===== config.mk =====
export PLATFORM = sky130hd
export DESIGN_NAME = pkgidle_resolver
export DESIGN_NICKNAME = d
export VERILOG_FILES = /design/src/rtl/pkgidle_pkg.sv /design/src/rtl/pkgidle_min_reduce.sv /design/src/rtl/pkgidle_depth_cap.sv /design/src/rtl/pkgidle_seq.sv /design/src/rtl/pkgidle_resolver.sv
export SDC_FILE = /design/constraint.sdc
export NUM_CORES = 1
export LEC_CHECK = 0
export BUFFER_PORTS_ARGS = -buffer_cell sky130_fd_sc_hd__buf_2
export CORE_ASPECT_RATIO = 0.75
export CORE_MARGIN = 10
export CORE_UTILIZATION = 45
export DETAILED_ROUTE_END_ITERATION = 6
export GPL_TIMING_DRIVEN = 0
export HOLD_SLACK_MARGIN = 0.03
export PLACE_DENSITY_LB_ADDON = 0.15
export SYNTH_ARGS = -nofsm -noshare
export SYNTH_HDL_FRONTEND = slang
export SYNTH_SLANG_ARGS = --single-unit

===== constraint.sdc =====
create_clock -name clk -period 8.7 [get_ports clk]
set_input_delay 1.305 -clock clk [delete_from_list [all_inputs] [get_ports clk]]
set_output_delay 1.305 -clock clk [all_outputs]
set_load 0.005 [all_outputs]

===== src/rtl/pkgidle_pkg.sv =====
package pkgidle_pkg;
  localparam int CS_W = 3;
  localparam int PS_W = 3;

  localparam logic [CS_W-1:0] CS_C0  = 3'd0;
  localparam logic [CS_W-1:0] CS_C1  = 3'd1;
  localparam logic [CS_W-1:0] CS_C1E = 3'd2;
  localparam logic [CS_W-1:0] CS_C3  = 3'd3;
  localparam logic [CS_W-1:0] CS_C6  = 3'd4;

  localparam logic [PS_W-1:0] PD_PC0 = 3'd0;
  localparam logic [PS_W-1:0] PD_PC1 = 3'd1;
  localparam logic [PS_W-1:0] PD_PC2 = 3'd2;
  localparam logic [PS_W-1:0] PD_PC3 = 3'd3;
  localparam logic [PS_W-1:0] PD_PC6 = 3'd4;
  localparam logic [PS_W-1:0] PD_MAX = PD_PC6;

  typedef enum logic [1:0] {
    SQ_ACT    = 2'd0,
    SQ_IDLE   = 2'd1,
    SQ_RELOCK = 2'd2,
    SQ_DONE   = 2'd3
  } seq_t;
endpackage


===== src/rtl/pkgidle_min_reduce.sv =====
module pkgidle_min_reduce #(
  parameter int N = 6,
  parameter int W = 3
) (
  input  logic [N*W-1:0] vals_i,
  output logic [W-1:0]   min_o
);
  logic [W-1:0] chain [N];

  assign chain[0] = vals_i[W-1:0];

  generate
    for (genvar i = 1; i < N; i++) begin : g_chain
      logic [W-1:0] cur;
      assign cur      = vals_i[i*W +: W];
      assign chain[i] = (cur < chain[i-1]) ? cur : chain[i-1];
    end
  endgenerate

  assign min_o = chain[N-1];
endmodule


===== src/rtl/pkgidle_depth_cap.sv =====
module pkgidle_depth_cap
  import pkgidle_pkg::*;
#(
  parameter int NLIM = 4
) (
  input  logic [CS_W-1:0]      shallow_i,
  input  logic [NLIM-1:0]      lim_en_i,
  input  logic [NLIM*PS_W-1:0] lim_cap_i,
  output logic [PS_W-1:0]      depth_o
);
  logic [PS_W-1:0]      natural_depth;
  logic [NLIM*PS_W-1:0] eff_caps;
  logic [PS_W-1:0]      cap_min;

  always_comb begin
    if (shallow_i == CS_C0)
      natural_depth = PD_PC0;
    else if (shallow_i == CS_C1 || shallow_i == CS_C1E)
      natural_depth = PD_PC1;
    else if (shallow_i == CS_C3)
      natural_depth = PD_PC3;
    else
      natural_depth = PD_PC6;
  end

  generate
    for (genvar j = 0; j < NLIM; j++) begin : g_lim
      logic [PS_W-1:0] raw;
      assign raw = lim_cap_i[j*PS_W +: PS_W];
      assign eff_caps[j*PS_W +: PS_W] =
        !lim_en_i[j]   ? PD_MAX :
        (raw > PD_MAX) ? PD_MAX : raw;
    end
  endgenerate

  pkgidle_min_reduce #(.N(NLIM), .W(PS_W)) u_capmin (
    .vals_i (eff_caps),
    .min_o  (cap_min)
  );

  assign depth_o = (cap_min < natural_depth) ? cap_min : natural_depth;
endmodule


===== src/rtl/pkgidle_seq.sv =====
module pkgidle_seq
  import pkgidle_pkg::*;
(
  input  logic            clk,
  input  logic            rst_n,
  input  logic [PS_W-1:0] target_i,
  input  logic            wake_any_i,
  input  logic            lock_ack_i,
  output logic [PS_W-1:0] pkg_state_o,
  output logic            ret_volt_o,
  output logic            pll_off_o,
  output logic            min_freq_o,
  output logic            exit_done_o
);
  seq_t            st, st_n;
  logic [PS_W-1:0] dep, dep_n;
  logic            deep;

  assign deep = (dep >= PD_PC3);

  always_ff @(posedge clk) begin
    if (!rst_n) begin
      st  <= SQ_ACT;
      dep <= PD_PC0;
    end else begin
      st  <= st_n;
      dep <= dep_n;
    end
  end

  always_comb begin
    st_n  = st;
    dep_n = dep;
    case (st)
      SQ_ACT: begin
        if (target_i != PD_PC0 && !wake_any_i) begin
          st_n  = SQ_IDLE;
          dep_n = target_i;
        end
      end
      SQ_IDLE: begin
        if (wake_any_i || target_i != dep)
          st_n = deep ? SQ_RELOCK : SQ_DONE;
      end
      SQ_RELOCK: begin
        if (lock_ack_i)
          st_n = SQ_DONE;
      end
      default: begin
        st_n  = SQ_ACT;
        dep_n = PD_PC0;
      end
    endcase
  end

  always_comb begin
    pkg_state_o = PD_PC0;
    ret_volt_o  = 1'b0;
    pll_off_o   = 1'b0;
    min_freq_o  = 1'b0;
    exit_done_o = 1'b0;
    case (st)
      SQ_IDLE: begin
        pkg_state_o = dep;
        min_freq_o  = (dep >= PD_PC2);
        ret_volt_o  = deep;
        pll_off_o   = deep;
      end
      SQ_RELOCK: begin
        pkg_state_o = dep;
        min_freq_o  = 1'b1;
      end
      SQ_DONE: begin
        min_freq_o  = 1'b1;
        exit_done_o = 1'b1;
      end
      default: ;
    endcase
  end
endmodule


===== src/rtl/pkgidle_resolver.sv =====
module pkgidle_resolver
  import pkgidle_pkg::*;
#(
  parameter int NCORES = 6,
  parameter int NLIM   = 4
) (
  input  logic                   clk,
  input  logic                   rst_n,
  input  logic [NCORES*CS_W-1:0] core_state_i,
  input  logic [NCORES-1:0]      wake_i,
  input  logic [NLIM-1:0]        lim_en_i,
  input  logic [NLIM*PS_W-1:0]   lim_cap_i,
  input  logic                   pll_lock_ack_i,
  output logic [PS_W-1:0]        pkg_state_o,
  output logic                   ret_volt_o,
  output logic                   pll_off_o,
  output logic                   min_freq_o,
  output logic                   exit_done_o
);
  logic [CS_W-1:0] shallow;
  logic [PS_W-1:0] target;

  pkgidle_min_reduce #(.N(NCORES), .W(CS_W)) u_coremin (
    .vals_i (core_state_i),
    .min_o  (shallow)
  );

  pkgidle_depth_cap #(.NLIM(NLIM)) u_cap (
    .shallow_i (shallow),
    .lim_en_i  (lim_en_i),
    .lim_cap_i (lim_cap_i),
    .depth_o   (target)
  );

  pkgidle_seq u_seq (
    .clk         (clk),
    .rst_n       (rst_n),
    .target_i    (target),
    .wake_any_i  (|wake_i),
    .lock_ack_i  (pll_lock_ack_i),
    .pkg_state_o (pkg_state_o),
    .ret_volt_o  (ret_volt_o),
    .pll_off_o   (pll_off_o),
    .min_freq_o  (min_freq_o),
    .exit_done_o (exit_done_o)
  );
endmodule


==> out/metrics.yaml, run 1 <==
critical_path:
  cpPeakStageDelay_ns: 0.35
  critical_path_arrival_ns: 7.34
  crit_path_end_kind: "flip-flop"
  crit_fanout: 5
  cp_num_buf_inv: 3
  crit_required_ns: 8.84
  slowest_stage: "mux2i_2"
  critPathTopFamily: "compound AO/OA/AOI/OAI gates"
  critPathKind: "in2reg"
  start_kind: "input port"
sta:
  clock.fmax_mhz: 139.0
  finalMaxSlewViolations: 0
  setup_viol: 0
  rsz0062_at_grt: "no"
  slew_headroom_pct: 71.21
  setup_tns_ns: 0
  worstMarginPinSlew_ns: 0.4273
  period_needed_ns: 7.193
  fin_skew_ns: 0.003026
  hold_violations: 0
  fin_crit_sh_pct: 82.67
finish:
  areaGrowthSynthToFinish_pct: 21.15
  nFillCells: 342
  drive_gt1_share_pct: 23.61
  final_net_count: 362
  fin_util_pct: 57.93
  design_area_um2: 1957
  num_antenna_cells: 0
power_and_ir_drop:
  power_density_nw_per_um2: 92.92
  cell_internal_pwr_w: 0.0001051
  p_comb_share_pct: 62.8
  p_leak_nw: 1.016
  p_clk_share_pct: 23.2
  ir_worst_vdd_uv: 111.0
  p_sw_w: 0.00007669
  p_sw_share_pct: 42.18
  seqPwrFrac_pct: 14.0
synthesis:
  synthArstFlopShare_pct: 0
  ys_types: 54
  syn_area_um2: 1615
  synth_edf_count: 0
  yosysWarnings: 0
  synth-seq-cells: 5
  synth-main-ff-cell: "dfxtp_1"
  synthesis.nets: 308
  synthCells: 235
  avgSynthCellArea_um2: 6.874
  yosysSeqAreaShare_pct: 6.197
global_routing:
  grt_pass1_wl_um: 6561
  overflow: 0
  antenna_found_initial: 0
  grt_pass1_vias: 1570
  grt_util_all_layers_pct: 11.79
  grt_max_degree: 9
clocking:
  cts_tree: "yes"
  clock-sinks: 5
  cts_max_path_buffers: 2
  numCtsBuffers: 3
  cts_hold_buf: 0
  htree_levels: 1
  root_buffer: "clkbuf_8"
  insertion_delay_ns: 0.22
  cts_setup_buffers: 0
  clkTransAtPathRegs_ns: 0.04
  cts_resized: 0
die:
  rows: 18
  core_area_um2: 3378
  die_y_um: 71.89
  initial_core_util_pct: 47.81
  ios: 50
  dieArea_um2: 6411
  fp.dieW_um: 89.18
detailed_routing:
  drt_iter0_markers: 51
  vias_per_cell: 5.177
  via_count: 1698
  final_antenna_net_count: 0
  wirelength_um: 4040
  detail_route.wl_per_cell_um: 12.32
  drtPass1Iterations: 4
  drc_errors: 0
status:
  outcome: "complete, no violations"
flow_run:
  maxCapViolCount: 0
place:
  place.gp.congestion: 0.9195
  postPlaceCellArea_um2: 1911
  place_hpwl_um: 3511
  io_buffers: 49
min_path:
  hold_class: "reg2reg"
-- power groups by stage --
| stage | clock (W) | sequential (W) | combinational, W |
|---|---|---|---|
| 2_1_floorplan | 0 | 0.0000254 | 0.0000850 |
| 4_1_cts | 0.0000432 | 0.0000255 | 0.000114 |
| 3_3_place_gp | 0 | 0.0000258 | 0.000110 |
| 3_5_place_dp | 0 | 0.0000258 | 0.000113 |
| 6_report | 0.0000422 | 0.0000255 | 0.000114 |
| 5_1_grt | 0.0000452 | 0.0000256 | 0.000129 |
-- logic make-up (layout without fill, tap and decap cells) --
family	after synthesis	after routing	share of synthesized area [%]
buffers and inverters	33	86	7.901
DFF	5	5	6.197
muxes	8	8	5.731
AOI/OAI and AO/OA	68	68	30.05
and+or+nand+nor	90	90	26.34
adders and majority gates	30	30	23.24
xor gates and xnor gates	1	1	0.5423
-- layout make-up --
| type | count | area [um^2] | share of cell area, % |
|---|---|---|---|
| plain buffers | 2 | 11.26 | 0.5754 |
| clock buffers | 3 | 41.29 | 2.110 |
| clock inverters | 1 | 5.005 | 0.2558 |
| inverters | 31 | 116.4 | 5.946 |
| multi-input cells | 197 | 1388 | 70.91 |
| flip-flops and latches | 5 | 100.1 | 5.115 |
| well taps | 40 | 50.05 | 2.558 |
| repair buffers | 49 | 245.2 | 12.53 |
-- synth_stat cells, drive strengths merged, types with 3 or more instances --
master / count / area (um^2)
inv: 31 / 116.4
ha: 30 / 375.4
nand2: 29 / 108.9
nor2: 26 / 97.59
a21oi: 20 / 100.1
o21ai: 11 / 58.80
nand3: 9 / 45.04
nor2b: 9 / 63.81
dfxtp: 5 / 100.1
nand2b: 5 / 31.28
a21boi: 4 / 33.78
and2: 4 / 25.02
mux2: 4 / 48.79
mux2i: 4 / 43.79
a21o: 3 / 23.77
nor3: 3 / 20.02
o21bai: 3 / 22.52
-- state kept, by name, indices dropped and copies added, names as in the netlist --
register   flops
u_seq.dep      3
u_seq.st       2
-- stage by stage --
step	cells	hold WS, ns	total power (W)	worst slack, ns
after global routing	328	0.5651	0.0001998	1.026
after detailed placement	324	0.5307	0.0001386	1.314
final	328	0.5308	0.0001818	1.507
after floorplan	235	0.4776	0.0001104	2.263
after CTS	328	0.5360	0.0001823	1.534
after global placement	324	0.5061	0.0001361	1.432
-- final timing paths --
path                                to  slack (ns)                 startpoint  cells after the start
min reg2reg  u_seq.dep[0]$_SDFFE_PN0P_        0.53  u_seq.dep[0]$_SDFFE_PN0P_                      2
max reg2reg   u_seq.st[1]$_SDFFE_PN0P_        6.90   u_seq.st[0]$_SDFFE_PN0P_                      8
min          u_seq.dep[0]$_SDFFE_PN0P_        0.53  u_seq.dep[0]$_SDFFE_PN0P_                      2
max           u_seq.st[1]$_SDFFE_PN0P_        1.51            core_state_i[2]                     33
-- cell usage in the layout (no fill, tap or decap), drive strengths merged, types with 2 or more instances in the layout --
cell | netlist | layout
o211ai | 2 | 2
nand2b | 5 | 5
inv | 31 | 31
nor2 | 26 | 26
nand3 | 9 | 9
a211o | 2 | 2
dfxtp | 5 | 5
nor3b | 2 | 2
nand2 | 29 | 29
o21bai | 3 | 3
mux2 | 4 | 4
nor3 | 3 | 3
o221ai | 2 | 2
o21ai | 11 | 11
o22ai | 2 | 2
a211oi | 2 | 2
a21oi | 20 | 20
ha | 30 | 30
o41a | 2 | 2
nor2b | 9 | 9
mux2i | 4 | 4
a21boi | 4 | 4
buf | 1 | 50
and2 | 4 | 4
clkbuf | 1 | 4
a21o | 3 | 3
-- layer usage --
metal,GRT usage (%),share of wire (%),vias up
met5,0,0,-
met4,2.113,0.15,0
met3,2.712,6.6,2
met2,17.06,40,44
met1,17.16,53,719
li1,-,-,933
-- worst register-to-register path, stage by stage, from the launching register on --
cell and delay (ns):
dfxtp_1 0.34, inv_1 0.10, ha_1 0.14, clkbuf_1 0.26, inv_1 0.11, nor3_1 0.22, a31oi_1 0.08, o221ai_2 0.25
mux2i_1 0.22
(Power assumes the default switching activity.)
==> run 2: changes to the inputs <==
==> constraint.sdc (replaced) <==
create_clock -name clk -period 7.2 [get_ports clk]
set_input_delay 1.08 -clock clk [delete_from_list [all_inputs] [get_ports clk]]
set_output_delay 1.08 -clock clk [all_outputs]
set_load 0.005 [all_outputs]
==> run 2 against run 1 <==
Net effect: hold slack better by 0.0021 ns; sequential power rose by 21%; total power rose by 22%; critical path depth unchanged; final cell count unchanged; global-route usage did not move; non-clock buffer count unchanged; routed wire length is 0.69% higher; sequential cell count unchanged; worst setup slack worse by 0.98 ns; critical endpoint unchanged.
==> out/metrics.yaml, run 2 (synthesis results as in run 1) <==
finish:
  regMostFlops: "u_seq.dep"  # unchanged
  fin_util_pct: 58.26  # was 57.93%
  final_common_cell: "buf_2"  # unchanged
  mostFrequentLayoutCells: "49 x buf_2, 31 x inv_1, 30 x ha_1"  # unchanged
  top_regs: "u_seq.dep: 3 flops, u_seq.st: 2 flops"  # unchanged
  drive_gt1_share_pct: 24.65  # was 23.61%
  final_net_count: 362  # unchanged
  largest_reg_flops: 3  # unchanged
  areaGrowthSynthToFinish_pct: 21.84  # was 21.15%
  num_antenna_cells: 0  # unchanged
sta:
  fin_crit_sh_pct: 92.74
  layout_setup_ws_ns: 0.5228  # was 1.507 ns
  slew_headroom_pct: 72.94  # was 71.21%
  clock.fmax_mhz: 149.8
  holdWs_ns: 0.5329  # was 0.5308 ns
  setup_viol: 0  # unchanged
  finalMaxSlewViolations: 0  # unchanged
  hold_violations: 0  # unchanged
  worstMarginPinSlew_ns: 0.4017  # was 0.4273 ns
  setup_tns_ns: 0  # unchanged
  period_needed_ns: 6.677
  fin_skew_ns: 0.003026  # unchanged
  rsz0062_at_grt: "no"  # unchanged
die:
  die_y_um: 71.89  # unchanged
  fp.dieW_um: 89.18  # unchanged
  core_area_um2: 3378  # unchanged
  dieArea_um2: 6411  # unchanged
  ios: 50  # unchanged
  initial_core_util_pct: 47.81  # unchanged
  rows: 18  # unchanged
critical_path:
  crit_fanout: 5  # unchanged
  crit_path_end_kind: "flip-flop"  # unchanged
  slowest_stage: "mux2i_2"  # unchanged
  crit_required_ns: 7.34  # was 8.84 ns
  critPathKind: "in2reg"  # unchanged
  cpPeakStageDelay_ns: 0.36  # was 0.35 ns
  critical_path_arrival_ns: 6.82  # was 7.34 ns
  start_kind: "input port"  # unchanged
power_and_ir_drop:
  power_density_nw_per_um2: 112.6  # was 92.92 nW/um^2
  p_total_w: 0.0002216  # was 0.0001818 W
  ir_worst_vdd_uv: 134.3  # was 111.0 uV
  p_leak_nw: 1.018  # was 1.016 nW
detailed_routing:
  drt_iter0_markers: 49  # was 51
  final_antenna_net_count: 0  # unchanged
  vias_per_cell: 5.198  # was 5.177
  detail_route.wl_per_cell_um: 12.40  # was 12.32 um
  drc_errors: 0  # unchanged
  wirelength_um: 4068  # was 4040 um
  drtPass1Iterations: 4  # unchanged
  via_count: 1705  # was 1698
clocking:
  cts_max_path_buffers: 2  # unchanged
  root_buffer: "clkbuf_8"  # unchanged
  clkTransAtPathRegs_ns: 0.03  # was 0.04 ns
  insertion_delay_ns: 0.22  # about the same
  clock-sinks: 5  # unchanged
  cts_tree: "yes"  # unchanged
  htree_levels: 1  # unchanged
  numCtsBuffers: 3  # unchanged
  cts_hold_buf: 0  # unchanged
global_routing:
  antenna_found_initial: 0  # unchanged
  overflow: 0  # unchanged
  grt_max_degree: 9  # unchanged
  grt_pass1_wl_um: 6561  # unchanged
  grt_pass1_vias: 1570  # unchanged
  grt_util_all_layers_pct: 11.79  # unchanged
place:
  place.gp.congestion: 0.9195  # unchanged
  io_buffers: 49  # unchanged
  place_hpwl_um: 3511  # unchanged
  dp_slack_ns: 0.03925  # was 1.314 ns
flow_run:
  maxCapViolCount: 0  # unchanged
status:
  outcome: "complete, no violations"  # unchanged
min_path:
  hold_class: "reg2reg"  # unchanged
run 2: final cells by class:
class                   count  area [um^2]
fillers                   341         1410
multi-input cells         197         1399
repair buffers             49        245.2
inverters                  31        116.4
flip-flops and latches      5        100.1
well taps                  40        50.05
clock buffers               3        41.29
plain buffers               2        11.26
clock inverters             1        5.005
run 2: worst paths after layout:
path                              end                      from  depth (start not counted)  slack (ns)
max          u_seq.st[1]$_SDFFE_PN0P_           core_state_i[2]                         33        0.52
min          u_seq.st[1]$_SDFFE_PN0P_  u_seq.st[1]$_SDFFE_PN0P_                          2        0.53
max reg2reg  u_seq.st[1]$_SDFFE_PN0P_  u_seq.st[0]$_SDFFE_PN0P_                          8        5.41
min reg2reg  u_seq.st[1]$_SDFFE_PN0P_  u_seq.st[1]$_SDFFE_PN0P_                          2        0.53
run 2: critical path: cells and delay by family:
family	cells	cell delay (ns)
simple gates	10	1.07
mux	2	0.58
fa+ha+maj	5	1.36
compound gates	13	2.58
buf+inv	3	0.19
run 2: repair_timing:
| action | 4_1_cts | 5_1_grt |
|---|---|---|
| buffers inserted | 0 | 0 |
| endpoints found under the setup margin | 0 | 5 |
| resized for setup | 0 | 3 |
run 2: stage by stage:
stage / cell area, um^2 / std cells
3_5_place_dp: 1911 / 324
3_3_place_gp: 1911 / 324
2_1_floorplan: 1615 / 235
5_1_grt: 1968 / 328
4_1_cts: 1957 / 328
6_report: 1968 / 328
run 2: metal layers:
| metal | up-vias | global-route usage (%) | part of all wire (%) |
|---|---|---|---|
| met5 | - | 0 | 0 |
| met4 | 0 | 2.113 | 0 |
| met3 | 0 | 2.712 | 6.9 |
| met2 | 45 | 17.06 | 40 |
| met1 | 726 | 17.16 | 53 |
| li1 | 934 | - | - |
run 2: power by group:
| part | leakage (nW) | switching, W | internal (W) | total [W] |
|---|---|---|---|---|
| Sequential | 0.0403 | 0.00000175 | 0.0000290 | 0.0000308 |
| Combinational | 0.952 | 0.0000782 | 0.0000617 | 0.000140 |
| Clock | 0.0255 | 0.0000138 | 0.0000372 | 0.0000510 |
| Total | 1.02 | 0.0000938 | 0.000128 | 0.000222 |
==> run 3: changes to the inputs <==
--- a/config.mk
+++ b/config.mk
@@ -15,4 +15,5 @@
 export PLACE_DENSITY_LB_ADDON = 0.15
 export SYNTH_ARGS = -nofsm -noshare
 export SYNTH_HDL_FRONTEND = slang
+export SYNTH_HIERARCHICAL = 1
 export SYNTH_SLANG_ARGS = --single-unit
==> run 3 against run 2 <==
Net effect: the flow now finishes with violations (negative setup slack); hold slack gained 0.046 ns; sequential power grew 5%; via count shrank 2.0%; synthesized cell count shrank 8.5%; clock skew shrank 0.0019 ns; global-route usage grew 0.40 points; core utilization grew 9.2 points; non-clock buffer count grew 21; critical path depth grew 4; worst setup slack lost 0.68 ns; sequential share of layout area shrank 0.57 points; critical endpoint is now u_seq/st[0]$_SDFFE_PN0P_; largest power group unchanged.
==> out/metrics.yaml, run 3 <==
synthesis:
  syn_area_um2: 1536  # was 1615 um^2
  ys_types: 51  # was 54
  synthesis.nets: 287  # was 308
  synthTopCellsByArea: "ha_1 24%, inv_1 8.1%, dfxtp_1 6.5%, nor2_1 6.1%, a21oi_1 5.2%"  # was ha_1 23%, inv_1 7.2%, nand2_1 6.7%, a21oi_1 6.2%, dfxtp_1 6.2%
  synth_common_cells: "33 x inv_1, 29 x ha_1, 25 x nor2_1"  # was 31 x inv_1, 30 x ha_1, 29 x nand2_1
  synthCells: 215  # was 235
  synth_edf_count: 0  # unchanged
  avgSynthCellArea_um2: 7.146  # was 6.874 um^2
  synth_top_area_cell: "ha_1"  # unchanged
  yosysMostFrequentCell: "inv_1"  # unchanged
  yosysWarnings: 6  # was 0
  synth-seq-cells: 5  # unchanged
  yosysSeqAreaShare_pct: 6.515  # was 6.197%
  synth-main-ff-cell: "dfxtp_1"  # unchanged
  synthArstFlopShare_pct: 0  # unchanged
  synth_top_area_share_pct: 23.62  # was 23.24%
global_routing:
  grt_pass1_wl_um: 6693  # was 6561 um
  grt_util_all_layers_pct: 12.19  # was 11.79%
  grt_pass1_vias: 1631  # was 1570
  overflow: 0  # unchanged
  antenna_found_initial: 0  # unchanged
  grt_max_degree: 8  # was 9
place:
  dp_slack_ns: -0.5167  # was 0.03925 ns
  dp.cells: 304  # was 324
  io_buffers: 49  # unchanged
  postPlaceCellArea_um2: 1843  # was 1911 um^2
  place_hpwl_um: 3073  # was 3511 um
  place.gp.congestion: 0.8288  # was 0.9195
min_path:
  hold_class: "reg2reg"  # unchanged
  hold_start: "u_seq/dep[0]$_SDFFE_PN0P_"  # was u_seq.st[1]$_SDFFE_PN0P_
finish:
  num_antenna_cells: 0  # unchanged
  mostFrequentLayoutCells: "47 x buf_2, 31 x inv_1, 24 x nor2_1, 24 x ha_1, 23 x buf_4"  # was 49 x buf_2, 31 x inv_1, 30 x ha_1
  top_regs: "u_seq/dep: 3 flops, u_seq/st: 2 flops"  # was u_seq.dep: 3 flops, u_seq.st: 2 flops
  multi_input_area_um2: 1444  # was 1399 um^2
  nFillCells: 307  # was 341
  drive_gt1_share_pct: 38.62  # was 24.65%
  regArea_um2: 100.1  # unchanged
  areaGrowthSynthToFinish_pct: 44.38  # was 21.84%
  final_cells: 330  # was 328
  design_area_um2: 2218  # was 1968 um^2
  final_net_count: 363  # was 362
  final_common_cell: "buf_2"  # unchanged
  regMostFlops: "u_seq/dep"  # was u_seq.dep
  largest_reg_flops: 3  # unchanged
critical_path:
  cp_common_cell: "ha_4"
  reg2reg_from: "u_seq/st[0]$_SDFFE_PN0P_"  # was u_seq.st[0]$_SDFFE_PN0P_
  slowest_stage: "or4b_4"  # was mux2i_2
  crit_required_ns: 7.31  # was 7.34 ns
  crit_fanout: 4  # was 5
  cpPeakStageDelay_ns: 0.49  # was 0.36 ns
  critical_path_arrival_ns: 7.46  # was 6.82 ns
  critPathKind: "in2reg"  # unchanged
  critPathLaunch: "core_state_i[1]"  # was core_state_i[2]
  crit_path_end_kind: "flip-flop"  # unchanged
  start_kind: "input port"  # unchanged
clocking:
  clock-sinks: 5  # unchanged
  numCtsBuffers: 3  # unchanged
  cts_tree: "yes"  # unchanged
  insertion_delay_ns: 0.22  # about the same
  htree_levels: 1  # unchanged
  cts_hold_buf: 0  # unchanged
  root_buffer: "clkbuf_8"  # unchanged
  cts_max_path_buffers: 2  # unchanged
  clkTransAtPathRegs_ns: 0.03  # about the same
sta:
  slew_headroom_pct: 73.56  # was 72.94%
  fin_skew_ns: 0.001119  # was 0.003026 ns
  layout_setup_ws_ns: -0.1541  # was 0.5228 ns
  period_needed_ns: 7.354  # was 6.677 ns
  rsz0062_at_grt: "yes"  # was no
  setup_tns_ns: -0.6138  # was 0 ns
  hold_violations: 0  # unchanged
  worstMarginPinSlew_ns: 0.3924  # was 0.4017 ns
  setup_viol: 5  # was 0
  clock.fmax_mhz: 136.0  # was 149.8 MHz
  finalMaxSlewViolations: 0  # unchanged
  fin_crit_sh_pct: 102.1  # was 92.74%
detailed_routing:
  detail_route.wl_per_cell_um: 12.08  # was 12.40 um
  drc_errors: 0  # unchanged
  drtPass1Iterations: 4  # unchanged
  drt_iter0_markers: 74  # was 49
  vias_per_cell: 5.064  # was 5.198
  via_count: 1671  # was 1705
  wirelength_um: 3986  # was 4068 um
  final_antenna_net_count: 0  # unchanged
die:
  dieArea_um2: 6176  # was 6411 um^2
  fp.dieW_um: 87.47  # was 89.18 um
  rows: 18  # unchanged
  ios: 50  # unchanged
  initial_core_util_pct: 46.73  # was 47.81%
  die_y_um: 70.61  # was 71.89 um
  core_area_um2: 3288  # was 3378 um^2
power_and_ir_drop:
  ir_worst_vdd_uv: 121.9  # was 134.3 uV
  p_leak_nw: 1.108  # was 1.018 nW
  power_density_nw_per_um2: 131.0  # was 112.6 nW/um^2
status:
  outcome: "finished with violations"  # was complete, no violations
  failed_checks: "negative setup slack"
flow_run:
  maxCapViolCount: 0  # unchanged
[run 3: changes by cell type in the layout (fill, tap and decap cells not counted), sizes merged, moves of 3 or more]
| cell | delta |
|---|---|
| nand3 | -7 |
| a21boi | -4 |
| a211oi | +3 |
| and4 | +3 |
| a31o | +4 |
| buf | +22 |
| nand2 | -14 |
[run 3: worst paths after layout]
path                                     to  slack [ns]  cells after the start
setup / recovery   u_seq/st[0]$_SDFFE_PN0P_       -0.15                     37
hold / removal    u_seq/dep[0]$_SDFFE_PN0P_        0.58                      2
setup reg to reg   u_seq/st[0]$_SDFFE_PN0P_        5.53                      5
hold reg to reg   u_seq/dep[0]$_SDFFE_PN0P_        0.58                      2
[run 3: what timing repair did]
item	in CTS	in global routing
gates cloned	0	0
resized for setup	19	12
pin swaps	21	20
buffers inserted	15	7
setup endpoints to repair	5	5
[run 3: cell families after synthesis]
logic type	Yosys count	synth area share, %
and+or+nand+nor	74	24.76
AOI/OAI and AO/OA	65	30.78
buffers and inverters	35	9.610
adders and majority gates	29	23.62
DFF	5	6.515
muxes	4	3.013
xor gates and xnor gates	3	1.710
[run 3: through the flow]
stage          hold WS, ns  power (W)  util (%)
2_1_floorplan       0.5246  0.0001456         -
3_3_place_gp        0.5731  0.0001767     56.05
3_5_place_dp        0.5713  0.0001775     56.05
4_1_cts             0.5788  0.0002658     63.97
5_1_grt             0.6251  0.0003185     67.47
6_report            0.5784  0.0002907     67.47
[run 3: cell type report]
cell class	count	area share, %
plain buffers	1	0.3384
clock buffers	4	2.030
inverters	34	6.543
multi-input cells	175	65.09
flip-flops and latches	5	4.512
well taps	40	2.256
repair buffers	71	19.23
[run 3: per-layer routing]
| metal | GRT usage [%] | vias up | share of wire, % |
|---|---|---|---|
| met3 | 2.059 | 2 | 4.1 |
| met4 | 2.650 | 0 | 0.38 |
| li1 | - | 911 | - |
| met1 | 14.25 | 729 | 46 |
| met5 | 0 | - | 0 |
| met2 | 22.34 | 29 | 49 |
[run 3: where the power goes]
group,total (W),internal (W),switching (W)
sequential,0.0000323,0.0000298,0.00000252
combinational,0.000208,0.000107,0.000101
clock,0.0000506,0.0000379,0.0000126
[run 3: worst max-delay path, delay by kind of cell]
family | cells | cell delay, ns
compound gates | 14 | 2.22
fa+ha+maj | 6 | 1.37
buf+inv | 5 | 0.41
mux | 4 | 1.20
simple gates | 8 | 1.18
